`src/rtl/cbd_pkg.sv`:
```
package cbd_pkg;
   typedef enum logic [1:0] {
      DW_8    = 2'd0,
      DW_16   = 2'd1,
      DW_32   = 2'd2,
      DW_NONE = 2'd3
   } disp_w_t;

   typedef enum logic [1:0] {
      AS_16  = 2'd0,
      AS_32  = 2'd1,
      AS_64  = 2'd2,
      AS_RSV = 2'd3
   } asize_t;

   typedef enum logic [2:0] {
      K_GE   = 3'd0,
      K_LE   = 3'd1,
      K_GT   = 3'd2,
      K_CNT  = 3'd3,
      K_NONE = 3'd4
   } br_kind_t;

   localparam logic [7:0] ESC_BYTE  = 8'h0F;
   localparam logic [7:0] SHORT_GE  = 8'h7D;
   localparam logic [7:0] SHORT_GT  = 8'h7F;
   localparam logic [7:0] NEAR_GE   = 8'h8D;
   localparam logic [7:0] NEAR_GT   = 8'h8F;
   localparam logic [7:0] CNT_JUMP  = 8'hE3;
   localparam int         NUM_CNT_W = 3;
   localparam int         MIN_CNT_W = 16;
   localparam int         MAX_CNT_W = MIN_CNT_W << (NUM_CNT_W - 1);
endpackage

```
`src/rtl/cbd_form_decode.sv`:
```
module cbd_form_decode
   import cbd_pkg::*;
(
   input  logic [7:0] op_first,
   input  logic [7:0] op_second,
   output br_kind_t   kind,
   output logic       is_near
);
   logic [7:0] cond_byte;
   logic       cond_range;

   always_comb begin
      is_near   = (op_first == ESC_BYTE);
      cond_byte = is_near ? op_second : op_first;
      if (is_near)
         cond_range = (op_second >= NEAR_GE) && (op_second <= NEAR_GT);
      else
         cond_range = (op_first >= SHORT_GE) && (op_first <= SHORT_GT);

      kind = K_NONE;
      if (cond_range) begin
         unique case (cond_byte[1:0])
            2'b01:   kind = K_GE;
            2'b10:   kind = K_LE;
            2'b11:   kind = K_GT;
            default: kind = K_NONE;
         endcase
      end else if (!is_near && op_first == CNT_JUMP) begin
         kind = K_CNT;
      end
   end
endmodule

```
`src/rtl/cbd_cond_eval.sv`:
```
module cbd_cond_eval
   import cbd_pkg::*;
(
   input  br_kind_t kind,
   input  logic     zf,
   input  logic     sf,
   input  logic     of_flag,
   output logic     hit
);
   logic sign_ok;

   always_comb begin
      sign_ok = (sf == of_flag);
      unique case (kind)
         K_GE:    hit = sign_ok;
         K_LE:    hit = zf | ~sign_ok;
         K_GT:    hit = ~zf & sign_ok;
         default: hit = 1'b0;
      endcase
   end
endmodule

```
`src/rtl/cbd_count_test.sv`:
```
module cbd_count_test
   import cbd_pkg::*;
#(
   parameter int CNT_W = 64
) (
   input  logic [CNT_W-1:0] count_val,
   input  asize_t           asize,
   input  logic             long_mode,
   output logic             is_zero,
   output logic             illegal
);
   logic [NUM_CNT_W-1:0] zero_at;

   generate
      if (CNT_W < MAX_CNT_W) begin : g_chk
         $error("cbd_count_test: CNT_W must cover the widest count test");
      end
      for (genvar i = 0; i < NUM_CNT_W; i++) begin : g_w
         localparam int W = MIN_CNT_W << i;
         assign zero_at[i] = (count_val[W-1:0] == '0);
      end
   endgenerate

   always_comb begin
      unique case (asize)
         AS_16:   begin is_zero = zero_at[0]; illegal = long_mode;  end
         AS_32:   begin is_zero = zero_at[1]; illegal = 1'b0;       end
         AS_64:   begin is_zero = zero_at[2]; illegal = ~long_mode; end
         default: begin is_zero = 1'b0;       illegal = 1'b1;       end
      endcase
   end
endmodule

```
`src/rtl/cbd_unit.sv`:
```
module cbd_unit
   import cbd_pkg::*;
#(
   parameter int CNT_W = 64
) (
   input  logic             clk,
   input  logic             rst_n,
   input  logic             req_valid,
   input  logic [7:0]       op_first,
   input  logic [7:0]       op_second,
   input  logic             flag_zf,
   input  logic             flag_sf,
   input  logic             flag_of,
   input  logic [CNT_W-1:0] count_val,
   input  logic [1:0]       addr_size,
   input  logic             long_mode,
   input  logic             opsize16,
   output logic             dec_valid,
   output logic             dec_taken,
   output logic [1:0]       disp_sel,
   output logic             bad_form,
   output logic             not_branch
);
   br_kind_t kind;
   logic     is_near, flag_hit, cnt_zero, cnt_bad;
   logic     nxt_taken, nxt_bad, nxt_nb;
   disp_w_t  nxt_disp;

   cbd_form_decode u_decode (
      .op_first (op_first),
      .op_second(op_second),
      .kind     (kind),
      .is_near  (is_near)
   );

   cbd_cond_eval u_cond (
      .kind   (kind),
      .zf     (flag_zf),
      .sf     (flag_sf),
      .of_flag(flag_of),
      .hit    (flag_hit)
   );

   cbd_count_test #(.CNT_W(CNT_W)) u_count (
      .count_val(count_val),
      .asize    (asize_t'(addr_size)),
      .long_mode(long_mode),
      .is_zero  (cnt_zero),
      .illegal  (cnt_bad)
   );

   always_comb begin
      nxt_nb    = (kind == K_NONE);
      nxt_bad   = (kind == K_CNT) && cnt_bad;
      nxt_taken = (kind == K_CNT) ? (cnt_zero && !cnt_bad) : flag_hit;
      if (nxt_nb)       nxt_disp = DW_NONE;
      else if (is_near) nxt_disp = opsize16 ? DW_16 : DW_32;
      else              nxt_disp = DW_8;
   end

   always_ff @(posedge clk or negedge rst_n) begin
      if (!rst_n) begin
         dec_valid  <= 1'b0;
         dec_taken  <= 1'b0;
         disp_sel   <= 2'd0;
         bad_form   <= 1'b0;
         not_branch <= 1'b0;
      end else begin
         dec_valid <= req_valid;
         if (req_valid) begin
            dec_taken  <= nxt_taken;
            disp_sel   <= nxt_disp;
            bad_form   <= nxt_bad;
            not_branch <= nxt_nb;
         end
      end
   end

   // strobe follows the request by one clock
   a_r1_strobe_on: assert property (@(posedge clk) disable iff (!rst_n)
      req_valid |=> dec_valid);
   a_r1_strobe_off: assert property (@(posedge clk) disable iff (!rst_n)
      !req_valid |=> !dec_valid);
   // an illegal form is never taken
   a_r7_bad_not_taken: assert property (@(posedge clk) disable iff (!rst_n)
      bad_form |-> !dec_taken && !not_branch);
   // a non-branch result is clean
   a_r8_nb_clean: assert property (@(posedge clk) disable iff (!rst_n)
      not_branch |-> !dec_taken && !bad_form && disp_sel == DW_NONE);
   // decision fields hold without a request
   a_r10_hold: assert property (@(posedge clk) disable iff (!rst_n)
      !req_valid |=> $stable(dec_taken) && $stable(disp_sel)
                     && $stable(bad_form) && $stable(not_branch));
   // near forms request a multi-byte displacement
   a_r5_near_wide: assert property (@(posedge clk) disable iff (!rst_n)
      req_valid && op_first == ESC_BYTE && op_second >= NEAR_GE
      && op_second <= NEAR_GT |=> disp_sel != DW_8 && disp_sel != DW_NONE);
endmodule

```
`config.mk`:
```
export PLATFORM = sky130hd
export DESIGN_NAME = cbd_unit
export DESIGN_NICKNAME = d
export VERILOG_FILES = /design/src/rtl/cbd_pkg.sv /design/src/rtl/cbd_form_decode.sv /design/src/rtl/cbd_cond_eval.sv /design/src/rtl/cbd_count_test.sv /design/src/rtl/cbd_unit.sv
export SDC_FILE = /design/constraint.sdc
export NUM_CORES = 1
export LEC_CHECK = 0
export BUFFER_PORTS_ARGS = -buffer_cell sky130_fd_sc_hd__buf_2
export CORE_UTILIZATION = 27
export CTS_CLUSTER_SIZE = 10
export DETAILED_ROUTE_END_ITERATION = 12
export PLACE_DENSITY = 0.78
export SLEW_MARGIN = 20
export SYNTH_ARGS = -nofsm -noshare
export SYNTH_HDL_FRONTEND = slang
export SYNTH_SLANG_ARGS = --single-unit
```
`constraint.sdc`:
```
create_clock -name clk -period 0.8 [get_ports clk]
set_clock_uncertainty 0.05 [all_clocks]
set_input_delay 0.16 -clock clk [delete_from_list [all_inputs] [get_ports clk]]
set_output_delay 0.16 -clock clk [all_outputs]
set_load 0.02 [all_outputs]
```
After elaboration in Yosys (flattened, before gate mapping)

Cells that the tools add are included.

Flip-flop bits (word level): 6
Latch bits: 0
RAM bits: 0
Memory bits (read-only): 0
Output and inout bits: 6
Memories kept: 0

Add/sub/neg operators: 0
$mul: 0
Divide/modulo/power cells: 0
Order comparisons: 4
Eq/ne operators: 12
Shift operators: 0
Muxes and demuxes: 12
Bitwise logic cells: 5
Reduce and logical (&&, ||, !) cells: 12

Operators with widths:

| cell                                                 | number |
|---|---|
| logical NOT 64 bit                                   | 1 |
| logical NOT 32 bit                                   | 1 |
| logical NOT 16 bit                                   | 1 |
| one-hot mux 1 bit (3 select lines)                   | 3 |
| one-hot mux 3 bit (3 select lines)                   | 1 |
| equality test 8 x 4 -> 1 bit (second input constant) | 1 |
| equality test 8 bit (second input constant)          | 1 |
| >= comparator 8 x 7 -> 1 bit (second input constant) | 1 |
| >= comparator 8 bit (second input constant)          | 1 |
| <= comparator 8 x 7 -> 1 bit (second input constant) | 1 |
| <= comparator 8 bit (second input constant)          | 1 |
| two-way mux 2 bit                                    | 4 |
| equality test 2 bit (second input constant)          | 3 |
| equality test 3 x 2 -> 1 bit (second input constant) | 2 |
| two-way mux 3 bit                                    | 2 |
| logical AND 1 bit                                    | 5 |
| equality test 2 x 1 -> 1 bit (second input constant) | 2 |
| equality test 3 x 1 -> 1 bit (second input constant) | 1 |
| equality test 3 bit (second input constant)          | 1 |
| logical NOT 3 bit                                    | 1 |
| inverter 1 bit                                       | 3 |
| logical NOT 1 bit                                    | 2 |
| logical NOT 2 bit                                    | 1 |
| two-way mux 1 bit                                    | 2 |
| 3 further kinds                                      | 3 |

Longest topological paths before layout

Word-level depth: 8
Gate-level depth with buffers: 5
Mapped depth without buffers: 5

Modules after synthesis

A second synthesis with hierarchy kept.

Cell total of the unflattened synthesis: 73
Area total of the unflattened synthesis: 606.8 sq um

Modules (own cells, without submodules):

| module          | instances | cells each | area each (sq um) | sequential area each (sq um) |
|---|---|---|---|---|
| cbd_unit        | 1         | 22         | 259.0             | 150.1 |
| cbd_count_test  | 1         | 28         | 183.9             | 0.0 |
| cbd_form_decode | 1         | 18         | 125.1             | 0.0 |
| cbd_cond_eval   | 1         | 5          | 38.8              | 0.0 |

Worst setup path before layout

Ideal clock, no wire load.

Path type: input-to-reg
Start: input port op_first[6]
End: register disp_sel[0]
Setup time: 0.121 ns
Arrival time: 1.183 ns
Required time: 0.629 ns
Setup slack: -0.554 ns
Stages: 5
Cell sequence: or2_1 > or2_4 > nor4_4 > o31ai_2 > o22a_1

Longest elaborated chain between the ends: 7
Elaborated cells on any way between the ends: 18

RTL lines:

| element                                                                        | line                                         | text |
|---|---|---|
| from (decl)                                                                    | cbd_unit.sv:9                                | `input logic [7:0] op_first,` |
| equality test 8 x 4 -> 1 bit                                                   | cbd_form_decode.sv:13                        | `is_near = (op_first == ESC_BYTE);` |
| two-way mux 2 bit / logical NOT 1 bit (equally long branches)                  | cbd_form_decode.sv:14, cbd_form_decode.sv:28 |  |
| equality test 2 bit (tied with other cells)                                    | cbd_form_decode.sv:22                        | `unique case (cond_byte[1:0])` |
| one-hot mux 3 bit (3 select lines) / two-way mux 3 bit (equally long branches) | cbd_form_decode.sv:22, cbd_form_decode.sv:28 |  |
| two-way mux 3 bit                                                              | cbd_form_decode.sv:21                        | `if (cond_range) begin` |
| equality test 3 bit                                                            | cbd_unit.sv:53                               | `nxt_nb = (kind == K_NONE);` |
| two-way mux 2 bit (*)                                                          | cbd_unit.sv:56                               | `if (nxt_nb) nxt_disp = DW_NONE;` |
| to (signal assigned)                                                           | cbd_unit.sv:72                               | `disp_sel <= nxt_disp;` |
| to (decl)                                                                      | cbd_unit.sv:20                               | `output logic [1:0] disp_sel,` |

Mark *: on every way between the ends. The rest lies on a longest branch, timed or not.
A chain may end at the register's enable or synchronous reset.

Worst setup path in the final report

Start: input port op_first[5]
End: register disp_sel[1]

Same word-level chain as after synthesis.

==> results_dict.tcl <==
set metrics [dict create \
    path_clk_slew_ns 0.04 \
    ir_worst_vdd_mv 0.507 \
    synthMuxAreaShare 0 \
    critical_path.max_fanout 4 \
    max_stage_delay_ns 0.27 \
    synth_edf_count 0 \
    rsz0062_at_grt "yes" \
    ioPinCount 96 \
    fin_ws_ns -0.345 \
    num_rows 16 \
    p_per_area_nw_per_um2 743 \
    yosys_register_bits 6 \
    hold_violations 0 \
    first_pass_iters 4 \
    hp-class "input port to register" \
    violations "setup timing" \
    grt.overflow.total 0 \
    wirelength_um 3050 \
    drtAntennaViolNets 0 \
    synth_top_area_frac 0.258 \
    grt_pass1_vias 1056 \
    portBuffers 95 \
    grt_usage 0.238 \
    fmax_mhz 873 \
    path_class "input port to register" \
    synth-seq-area-share 0.258 \
    drtIter0Drc 17 \
    via_per_inst 5.04 \
    power_w 0.00110 \
    end_kind "register" \
    area_growth_pct 155 \
    gp_congestion 0.772 \
    antenna_found_initial 0 \
    synth_compound_area_frac 0.219 \
    cts_tree "built" \
    clkSinkCount 6 \
    relSlewSlack 0.787 \
    synth_area_per_cell_um2 8.45 \
    nets 276 \
    tightest_slew_ns 0.316 \
    yosysWarningCount 0 \
    routedWlPerCell_um 14.5 \
    cts_root_buffer "clkbuf_4" \
    final_cell_mix "buf_2 (78), buf_6 (19), buf_4 (14)" \
    setup_viol 11 \
    numCtsBuffers 3 \
    drcViolationCount 0 \
    synth_cell_types 29 \
    core_area_um2 2000 \
    syn-cell-area_um2 583 \
    crit_required_ns 0.88 \
    synth_ff_type "dfrtp_1" \
    syn_inst 69 \
    hpwl_um 2170 \
    slowest_stage "or2_4" \
    synth_top_family_by_area "simple AND/OR/NAND/NOR gates" \
    leakage_nw 0.702 \
    layout.cells.non_filler 211 \
    period_share 1.43 \
    grt_max_degree 9 \
    period_minus_slack_ns 1.15 \
    cap_viol_max_count 0 \
    hold_depth 1 \
    run_status "finished, violations left" \
    crit_chain "buf_6 -> or2_1 -> or2_4 -> nor4_4 -> o31ai_4 -> o22a_1" \
    htree_levels 1 \
    yosys.area_share.simple 0.453 \
    pre_cts_slack_ns -0.719 \
    dp_cells 202 \
    cp-start-kind "input port" \
    whs_ns 0.0969 \
    report.final.slew_viol_count 0 \
    clock_latency_ns 0.25 \
    grt_pass1_wl_um 4370 \
    tns_ns -2.54 \
    start_util 0.291 \
    drive_gt1_frac 0.712 \
    fp.dieArea_um2 2350 \
    synthTopCellsByArea "dfrtp_1 (26%), nor4_1 (17%), nor4_4 (3.6%)" \
    synth_top_cell_by_area "dfrtp_1" \
    synth.net_count 159 \
    synth_xor_area_frac 0.0451 \
    fillers 151 \
    die_y_um 48.5 \
    synth-adder-area-share 0 \
    r2r_cells 2 \
    cts.path.max_buffers 2 \
    layout_commonest_cell "buf_2" \
    synthArstFlopShare 1.00 \
    via_count 1063 \
    antenna_cells 0 \
    cp.arrival_ns 1.23 \
    die_x_um 48.5 \
]
-- registers in the layout (all words and copies together), names as in the netlist --
register,count
not_branch,1
disp_sel,2
bad_form,1
dec_valid,1
dec_taken,1
-- final cells by class --
type,count,area [µm²],share of cell area
repair buffers,112,719,0.484
flip-flops and latches,6,150,0.101
well taps,27,33.8,0.0227
inverters,4,15.0,0.0101
multi-input cells,59,546,0.367
clock buffers,3,22.5,0.0152
-- path summary, 6_finish.rpt --
check,startpoint,endpoint,slack [ns]
worst max-delay path,op_first[5],disp_sel[1],-0.35
worst min-delay path,req_valid,dec_valid,0.1
worst max register to register,disp_sel[0],disp_sel[0],-0.06
worst min register to register,not_branch,not_branch,0.46
max in group asynchronous,rst_n,disp_sel[1],0.33
min in group asynchronous,rst_n,not_branch,0.23
-- repair_timing --
item                       in CTS  in global routing
buffers inserted                3                  3
hold endpoints to repair        6                  0
setup endpoints to repair      11                 11
hold buffers                    1                  0
pin swaps                      11                  5
resized for setup              30                  9
-- cell usage after synthesis, types with 2 or more instances --
| library cell | number |
|---|---|
| nand4_1 | 3 |
| o41ai_1 | 2 |
| nor2_1 | 4 |
| inv_1 | 4 |
| dfrtp_1 | 6 |
| nand2b_1 | 3 |
| xor2_1 | 2 |
| o211ai_1 | 2 |
| o22a_1 | 2 |
| nor4_1 | 16 |
| nor3_1 | 4 |
| nand3_1 | 3 |
| o22ai_1 | 2 |
-- through the flow --
| step | instance area (µm²) | utilization |
|---|---|---|
| global route | 1490 | 0.743 |
| global placement | 1210 | 0.606 |
| CTS | 1410 | 0.706 |
| detailed placement | 1210 | 0.606 |
| finish | 1490 | 0.743 |
| floorplan | 622 | - |
-- worst max-delay path, delay by kind of cell --
family	cells	cell delay, ns
buf+inv	1	0.09
compound gates	2	0.27
simple gates	3	0.70
-- power breakdown --
group          switching, W  total (W)  leakage, nW  internal [W]
clock              0.000116   0.000286       0.0138      0.000170
sequential       0.00000300   0.000313       0.0661      0.000310
combinational      0.000206   0.000506        0.622      0.000300
total              0.000324    0.00110        0.702      0.000780
-- kinds of logic after synthesis --
family | Yosys count
compound gates | 16
flops | 6
xor+xnor | 3
buf+inv | 4
simple gates | 40
-- routing by layer --
layer | wire length [µm] | share of wire | global-route usage | vias to the layer above
met5 | 0 | 0 | 0 | -
met4 | 85 | 0.028 | 0.127 | 0
met3 | 239 | 0.078 | 0.0597 | 11
met2 | 1690 | 0.55 | 0.446 | 65
met1 | 1040 | 0.34 | 0.240 | 467
li1 | - | - | - | 520
Note: power is estimated with default switching activity, not from simulation.
